--- config.mk ---
export PLATFORM = sky130hd
export DESIGN_NAME = uart_flow_ctrl
export DESIGN_NICKNAME = d
export VERILOG_FILES = /design/src/rtl/uart_fc_pkg.sv /design/src/rtl/fc_sync.sv /design/src/rtl/fc_rx_gate.sv /design/src/rtl/fc_tx_credit.sv /design/src/rtl/uart_flow_ctrl.sv
export SDC_FILE = /design/constraint.sdc
export NUM_CORES = 1
export LEC_CHECK = 0
export ABC_AREA = 1
export BUFFER_PORTS_ARGS = -buffer_cell sky130_fd_sc_hd__buf_2
export CAP_MARGIN = 25
export CORE_AREA = 2 2 39 41
export DETAILED_ROUTE_END_ITERATION = 10
export DIE_AREA = 0 0 41 43
export MAX_ROUTING_LAYER = met4
export PLACE_DENSITY_LB_ADDON = 0.25
export SLEW_MARGIN = 20
export SYNTH_ARGS = -nofsm -noshare
export SYNTH_HDL_FRONTEND = slang
export SYNTH_SLANG_ARGS = --single-unit
--- constraint.sdc ---
create_clock -name clk -period 2.8 [get_ports clk]
set_input_delay 0.56 -clock clk [delete_from_list [all_inputs] [get_ports clk]]
set_output_delay 0.56 -clock clk [all_outputs]
set_load 0.01 [all_outputs]
--- src/rtl/uart_fc_pkg.sv ---
package uart_fc_pkg;
  // Fixed handshake constants of the bridge.
  localparam int unsigned FC_WATERMARK = 450;
  localparam int unsigned FC_CREDITS   = 2;
  localparam int unsigned FC_SYNC      = 2;
endpackage

--- src/rtl/fc_sync.sv ---
module fc_sync #(
  parameter int unsigned STAGES  = 2,
  parameter logic        RST_VAL = 1'b0
) (
  input  logic clk,
  input  logic rst,
  input  logic d,
  output logic q
);
  logic [STAGES-1:0] chain;

  always_ff @(posedge clk) begin
    if (rst) chain <= {STAGES{RST_VAL}};
    else     chain <= {chain[STAGES-2:0], d};
  end

  assign q = chain[STAGES-1];
endmodule

--- src/rtl/fc_rx_gate.sv ---
module fc_rx_gate #(
  parameter int unsigned LVL_W     = 10,
  parameter int unsigned WATERMARK = 450
) (
  input  logic             clk,
  input  logic             rst,
  input  logic             fc_en,
  input  logic [LVL_W-1:0] rx_level,
  output logic             rts_n
);
  localparam logic [LVL_W-1:0] WM = LVL_W'(WATERMARK);

  logic stop_now;
  assign stop_now = fc_en && (rx_level >= WM);

  always_ff @(posedge clk) begin
    if (rst) rts_n <= 1'b0;
    else     rts_n <= stop_now;
  end

  AST_RTS_STOP: assert property (@(posedge clk) disable iff (rst)
    (fc_en && rx_level >= WM) |=> rts_n);
  AST_RTS_READY: assert property (@(posedge clk) disable iff (rst)
    (!fc_en || rx_level < WM) |=> !rts_n);
endmodule

--- src/rtl/fc_tx_credit.sv ---
module fc_tx_credit #(
  parameter int unsigned CREDITS = 2
) (
  input  logic clk,
  input  logic rst,
  input  logic fc_en,
  input  logic cts_hold,
  input  logic tx_req,
  input  logic tx_done,
  output logic tx_grant
);
  localparam int unsigned CW = $clog2(CREDITS + 1);
  localparam logic [CW-1:0] FULL = CW'(CREDITS);

  logic          busy;
  logic          throttled;
  logic [CW-1:0] credits;
  logic          allowed;
  logic          start;
  logic          hold_edge;

  assign allowed   = !throttled || (credits != '0);
  assign start     = tx_req && !busy && allowed;
  assign hold_edge = fc_en && cts_hold && !throttled;

  always_ff @(posedge clk) begin
    if (rst) begin
      busy     <= 1'b0;
      tx_grant <= 1'b0;
    end else begin
      tx_grant <= start;
      if (start)        busy <= 1'b1;
      else if (tx_done) busy <= 1'b0;
    end
  end

  always_ff @(posedge clk) begin
    if (rst) begin
      throttled <= 1'b0;
      credits   <= '0;
    end else if (hold_edge) begin
      throttled <= 1'b1;
      credits   <= start ? FULL - 1'b1 : FULL;
    end else if (!fc_en || !cts_hold) begin
      throttled <= 1'b0;
      credits   <= '0;
    end else if (start) begin
      credits   <= credits - 1'b1;
    end
  end

  AST_NO_GRANT_DRY: assert property (@(posedge clk) disable iff (rst)
    (throttled && credits == '0) |=> !tx_grant);
  AST_CREDIT_BOUND: assert property (@(posedge clk) disable iff (rst)
    credits <= FULL);
  AST_ONE_IN_FLIGHT: assert property (@(posedge clk) disable iff (rst)
    busy |=> !tx_grant);
  AST_OPEN_GRANT: assert property (@(posedge clk) disable iff (rst)
    (tx_req && !busy && !throttled) |=> tx_grant);
  AST_RESTORE: assert property (@(posedge clk) disable iff (rst)
    (!cts_hold || !fc_en) |=> !throttled);
endmodule

--- src/rtl/uart_flow_ctrl.sv ---
module uart_flow_ctrl
  import uart_fc_pkg::*;
#(
  parameter int unsigned LVL_W     = 10,
  parameter int unsigned WATERMARK = FC_WATERMARK,
  parameter int unsigned CREDITS   = FC_CREDITS,
  parameter int unsigned SYNC      = FC_SYNC
) (
  input  logic             clk,
  input  logic             rst,
  input  logic             fc_en,
  input  logic [LVL_W-1:0] rx_level,
  output logic             rts_n,
  input  logic             cts_n,
  input  logic             tx_req,
  output logic             tx_grant,
  input  logic             tx_done
);
  logic cts_hold;

  fc_sync #(.STAGES(SYNC), .RST_VAL(1'b0)) u_cts_sync (
    .clk(clk), .rst(rst), .d(cts_n), .q(cts_hold)
  );

  fc_rx_gate #(.LVL_W(LVL_W), .WATERMARK(WATERMARK)) u_rx (
    .clk(clk), .rst(rst), .fc_en(fc_en), .rx_level(rx_level), .rts_n(rts_n)
  );

  fc_tx_credit #(.CREDITS(CREDITS)) u_tx (
    .clk(clk), .rst(rst), .fc_en(fc_en), .cts_hold(cts_hold),
    .tx_req(tx_req), .tx_done(tx_done), .tx_grant(tx_grant)
  );

  AST_GRANT_PULSE: assert property (@(posedge clk) disable iff (rst)
    tx_grant |=> !tx_grant);
endmodule

==> flow_metrics.tcl, run 1 <==
set metrics [dict create \
    outcome "completed" \
    swShare 0.2251 \
    first_pass_iters 1 \
    dieHeight_um 43 \
    fin_ws_ns 1.560 \
    synth.area.top_cells "dfxtp_1, inv_1, nor2_1" \
    hpwl_um 448.3 \
    min_to "u_cts_sync.chain[1]$_SDFF_PP0_" \
    crit_required_ns 2.24 \
    drtAntennaViolNets 0 \
    track_usage 0.09928 \
    clk_pin_slew_ns 0.05 \
    crit_chain "buf_2" \
    gp_routability_congestion 0.6225 \
    routed_wl_um 571 \
    p_int_uw 180.3 \
    nNetsFinal 83 \
    routedWlPerCell_um 7.138 \
    power_frac_seq 0.515 \
    yosys_warnings 0 \
    synth_cell_types 15 \
    routed_via_density 3.863 \
    antenna_cells 0 \
    syn_to_final_growth_pct 36.84 \
    grt_pass1_vias 314 \
    reg2reg_from "u_tx.credits[0]$_SDFFE_PP0P_" \
    max_stage_delay_ns 0.30 \
    reg2reg_setup_slack_ns 1.76 \
    setup_total_negative_slack_ns 0 \
    end_kind "output pin" \
    netlist_instances 45 \
    path_buf_inv 1 \
    ir_drop_v 0.0002599 \
    die-area_mm2 0.001763 \
    ys_ff_latch 8 \
    fin_skew_ns 0.004686 \
    slowest_stage "dfxtp_1" \
    powerDensity_mw_per_mm2 510.9 \
    h-tree-depth 1 \
    port_buffers 16 \
    fp.coreArea_mm2 0.001384 \
    min-delay-start "u_cts_sync.chain[0]$_SDFF_PP0_" \
    io_pins 18 \
    clk_path_buf_depth 2 \
    numCtsBuffers 3 \
    hp-class "reg -> reg" \
    r2r-end "u_tx.credits[1]$_SDFFE_PP0P_" \
    route.detailed.drc 0 \
    synth_fp_nets 62 \
    hold_violations 0 \
    max_clock_freq_ghz 0.8065 \
    critPathKind "reg -> out" \
    pre_cts_ws_ns 1.700 \
    vias 309 \
    cts-resized-gates 0 \
    leakage_nw 0.2286 \
    finalSetupViolCount 0 \
    clk-insertion-delay-late_ns 0.26 \
    ctsHoldBuffers 0 \
    fin_util 0.3291 \
    fp-row-count 14 \
    clock_power_share 0.382 \
    die_w_um 41 \
    pwr-share-comb 0.104 \
    grt_pass1_wl_um 1076 \
    rsz0062_at_grt "false" \
    synth_top_family_by_area "simple AND/OR/NAND/NOR gates" \
    fill_cells 164 \
    yosys.area.top_type "dfxtp_1" \
    relSlewSlack 0.9027 \
    synthMuxAreaShare 0 \
    finalCritPeriodShare 0.4428 \
    worst_slew_pin_slew_ns 0.1458 \
    yosysSeqAreaShare 0.4812 \
    drt-initial-drc-count 0 \
    postCtsSetupBuffers 0 \
    cts-root-buf "clkbuf_4" \
    synthXorXnorAreaFrac 0 \
    regArea_um2 160.2 \
    avgSynthCellArea_um2 7.396 \
    grt-ovfl-total 0 \
    startpoint "u_rx.rts_n$_SDFF_PP0_" \
    start_util 0.2405 \
    maxSlewViolCount 0 \
    synth.top_cell.area_share 0.4812 \
    cp_top_family "flip-flops" \
    worst_ep_arrival_time_ns 0.68 \
    grt_max_degree 7 \
    worst_r2r_path_depth 6 \
    synthAdderAreaFrac 0.03759 \
    min_period_ns 1.240 \
    antenna_found_initial 0 \
    cap_violations 0 \
    power.switching_uw 52.39 \
    multi_input_area_um2 135.1 \
    cts.sinks 8 \
    synth-simple-area-share 0.2895 \
    min_path_cells 2 \
    synth_compound_area_frac 0.07895 \
    synthesis.area_um2 332.8 \
    whs_ns 0.4124 \
    drive_gt1_frac 0.3438 \
    worstSetupStartpointType "flop" \
    tritoncts "done" \
    cp_max_fo 1 \
]
[Yosys cell counts]
cell type	instances
a21oi_1	2
a31oi_1	1
and2_0	1
clkinv_1	1
dfxtp_1	8
ha_1	1
inv_1	9
nand2_1	6
nand2_2	1
nand3_1	1
nand3_2	1
nor2_1	9
nor2_2	1
o21ai_0	2
or2_0	1
[cells in the final DEF (no fill, tap or decap), drive strengths merged]
cell type / netlist / final
a21oi: 2 / 2
a31oi: 1 / 1
nand3: 2 / 2
ha: 1 / 1
clkinv: 1 / 1
dfxtp: 8 / 8
clkbuf: 0 / 3
or2: 1 / 1
nand2: 7 / 7
inv: 9 / 9
buf: 0 / 16
nor2: 10 / 10
o21ai: 2 / 2
and2: 1 / 1
[how the worst max path moves through the flow]
| stage | endpoint | slack [ns] | depth (start not counted) |
|---|---|---|---|
| after floorplan | u_tx.credits[1]$_SDFFE_PP0P_ | 1.82 | 6 |
| after global placement | u_tx.credits[1]$_SDFFE_PP0P_ | 1.67 | 4 |
| after detailed placement | u_tx.credits[0]$_SDFFE_PP0P_ | 1.70 | 4 |
| after CTS | rts_n | 1.54 | 1 |
| after global routing | rts_n | 1.52 | 1 |
| final | rts_n | 1.56 | 1 |
[state kept, by name (all words and copies together), names as in the netlist]
register / count
u_tx.throttled: 1
u_rx.rts_n: 1
u_tx.credits: 2
u_cts_sync.chain: 2
u_tx.tx_grant: 1
u_tx.busy: 1
[layout make-up]
| cell class | instances | share of cell area |
|---|---|---|
| sequential | 8 | 0.3516 |
| multi-input combinational | 27 | 0.2967 |
| timing repair buffer | 16 | 0.1758 |
| inverter | 10 | 0.08242 |
| clock buffer | 3 | 0.04945 |
| tap | 16 | 0.04396 |
[through the flow]
step / cell area (um2) / std cells / power (mW)
6_report: 455.4 / 80 / 0.2327
5_1_grt: 455.4 / 80 / 0.2481
4_1_cts: 455.4 / 80 / 0.2387
2_1_floorplan: 332.8 / 45 / 0.1331
3_5_place_dp: 432.9 / 77 / 0.1467
3_3_place_gp: 432.9 / 77 / 0.1464
[layer usage]
metal  share of wire  GRT usage
met5               0          -
met3            0.10    0.06283
met4           0.030    0.09333
met2            0.48     0.1344
met1            0.39    0.08824
[kinds of logic after synthesis]
group / Yosys count
and+or+nand+nor: 21
buffers and inverters: 10
DFF: 8
AOI/OAI and AO/OA: 5
adders and majority gates: 1
[power groups by stage]
| stage | logic (mW) | registers [mW] | clock network (mW) |
|---|---|---|---|
| 6_report | 0.0241 | 0.120 | 0.0888 |
| 5_1_grt | 0.0283 | 0.120 | 0.0999 |
| 4_1_cts | 0.0246 | 0.120 | 0.0944 |
| 3_5_place_dp | 0.0246 | 0.122 | 0 |
| 3_3_place_gp | 0.0243 | 0.122 | 0 |
| 2_1_floorplan | 0.0102 | 0.123 | 0 |
Note: power is estimated with default switching activity, not from simulation.
==> inputs of run 2 (changes only) <==
==> constraint.sdc (replaced) <==
create_clock -name clk -period 1.28 [get_ports clk]
set_input_delay 0.256 -clock clk [delete_from_list [all_inputs] [get_ports clk]]
set_output_delay 0.256 -clock clk [all_outputs]
set_load 0.01 [all_outputs]
==> run 2 against run 1 <==
  * Global-route usage down 0.31 points
  * Clock skew rose by 0.00068 ns
  * Via count increased by 1.3%
  * Non-clock buffer count did not move
  * Worst setup slack worse by 1.3 ns
  * Sequential power grew 120%
  * Design area is the same
  * Die area stayed put
  * Routed wire length decreased by 5.1%
  * Worst hold slack worse by 0.19 ns
  * Critical path type is now reg -> reg
  * Largest cell class unchanged
==> flow_metrics.tcl, run 2 (synthesis gave the netlist of run 1 again) <==
set metrics [dict create \
    routed_wl_um 542 \
    grt-ovfl-total 0 \
    worstSetupStartpointType "flop" \
    numCtsBuffers 3 \
    route.detailed.drc 0 \
    power_frac_seq 0.523 \
    io_pins 18 \
    gp_routability_congestion 0.6221 \
    drt-initial-drc-count 2 \
    antenna_found_initial 0 \
    tritoncts "done" \
    fill_cells 154 \
    regArea_um2 160.2 \
    relSlewSlack 0.9116 \
    antenna_cells 0 \
    fin_skew_ns 0.005364 \
    fp-row-count 14 \
    powerDensity_mw_per_mm2 1100 \
    nNetsFinal 83 \
    end_kind "flop" \
    clock_power_share 0.371 \
    routedWlPerCell_um 6.775 \
    drive_gt1_frac 0.3438 \
    maxSlewViolCount 0 \
    reg.largest.list "u_cts_sync.chain (2), u_tx.credits (2)" \
    swShare 0.2138 \
    cap_violations 0 \
    p_int_uw 393.9 \
    routed_via_density 3.913 \
    cts.sinks 8 \
    finalCritPeriodShare 0.8133 \
    worst_slew_pin_slew_ns 0.1312 \
    worst_ep_arrival_time_ns 1.18 \
    fin_util 0.3291 \
    power.switching_uw 107.1 \
    port_buffers 16 \
    start_util 0.2405 \
    hold_violations 0 \
    drtAntennaViolNets 0 \
    pwr-share-comb 0.106 \
    finalSetupViolCount 0 \
    ir_drop_v 0.0007483 \
    max_clock_freq_ghz 0.9606 \
    postCtsSetupBuffers 0 \
    syn_to_final_growth_pct 36.84 \
    multi_input_area_um2 135.1 \
    outcome "completed" \
    fp.coreArea_mm2 0.001384 \
    critPathKind "reg -> reg" \
    rsz0062_at_grt "false" \
    die_w_um 41 \
    cts-resized-gates 0 \
    layout_common_cells "buf_2, inv_1, nor2_1" \
    min_period_ns 1.041 \
    leakage_nw 0.2286 \
    setup_total_negative_slack_ns 0 \
    grt_max_degree 7 \
    grt_pass1_vias 306 \
    hp-class "in -> reg" \
    mostFrequentLayoutCell "buf_2" \
    first_pass_iters 2 \
    clk_pin_slew_ns 0.05 \
    vias 313 \
    crit_required_ns 1.42 \
    cts-root-buf "clkbuf_4" \
    h-tree-depth 1 \
    dieHeight_um 43 \
    hpwl_um 444.3 \
    die-area_mm2 0.001763 \
    clk-insertion-delay-late_ns 0.25 \
    ctsHoldBuffers 0 \
    clk_path_buf_depth 2 \
    grt_pass1_wl_um 1069 \
    cp_max_fo 5 \
    track_usage 0.09617 \
]
run 2: final cells by class:
type,count,share of cell area
Clock buffer,3,0.04945
Inverter,10,0.08242
Multi-Input combinational cell,27,0.2967
Sequential cell,8,0.3516
Tap cell,16,0.04396
Timing Repair Buffer,16,0.1758
run 2: metrics by stage:
stage	area, um2	worst slack [ns]	hold WS (ns)	cells	power (mW)
3_3_place_gp	432.9	0.2038	0.4064	77	0.3204
4_1_cts	455.4	0.2190	0.2118	80	0.5128
3_5_place_dp	432.9	0.2306	0.4067	77	0.3212
2_1_floorplan	332.8	0.2985	0.3251	45	0.2912
6_report	455.4	0.2390	0.2185	80	0.5010
5_1_grt	455.4	0.1384	0.2247	80	0.5368
run 2: power groups by stage:
stage	Combinational, mW	Clock (mW)	Sequential (mW)
after global routing	0.0628	0.212	0.262
after global placement	0.0533	0	0.267
after floorplan	0.0223	0	0.269
after detailed placement	0.0540	0	0.267
after CTS	0.0544	0.197	0.262
final	0.0532	0.186	0.262
run 2: per-layer routing:
layer	global-route usage	vias up	share of wire
met1	0.08497	129	0.44
met2	0.1406	9	0.49
met4	0.04667	0	0
met3	0.07853	0	0.065
met5	-	-	0
li1	-	175	-
run 2: worst max-delay path, stage by stage, from the launching register on:
cell and delay, ns:
dfxtp_1 0.32, inv_1 0.04, ha_1 0.19, nand2_2 0.08, nand3_2 0.09, o21ai_0 0.16
nor2_1 0.05
run 2: final timing paths:
kind / startpoint / endpoint / slack (ns) / depth (start not counted)
worst max-delay path: u_tx.credits[0]$_SDFFE_PP0P_ / u_tx.credits[1]$_SDFFE_PP0P_ / 0.24 / 6
worst min-delay path: cts_n / u_cts_sync.chain[0]$_SDFF_PP0_ / 0.22 / 3
worst max register to register: u_tx.credits[0]$_SDFFE_PP0P_ / u_tx.credits[1]$_SDFFE_PP0P_ / 0.24 / 6
worst min register to register: u_cts_sync.chain[0]$_SDFF_PP0_ / u_cts_sync.chain[1]$_SDFF_PP0_ / 0.41 / 2
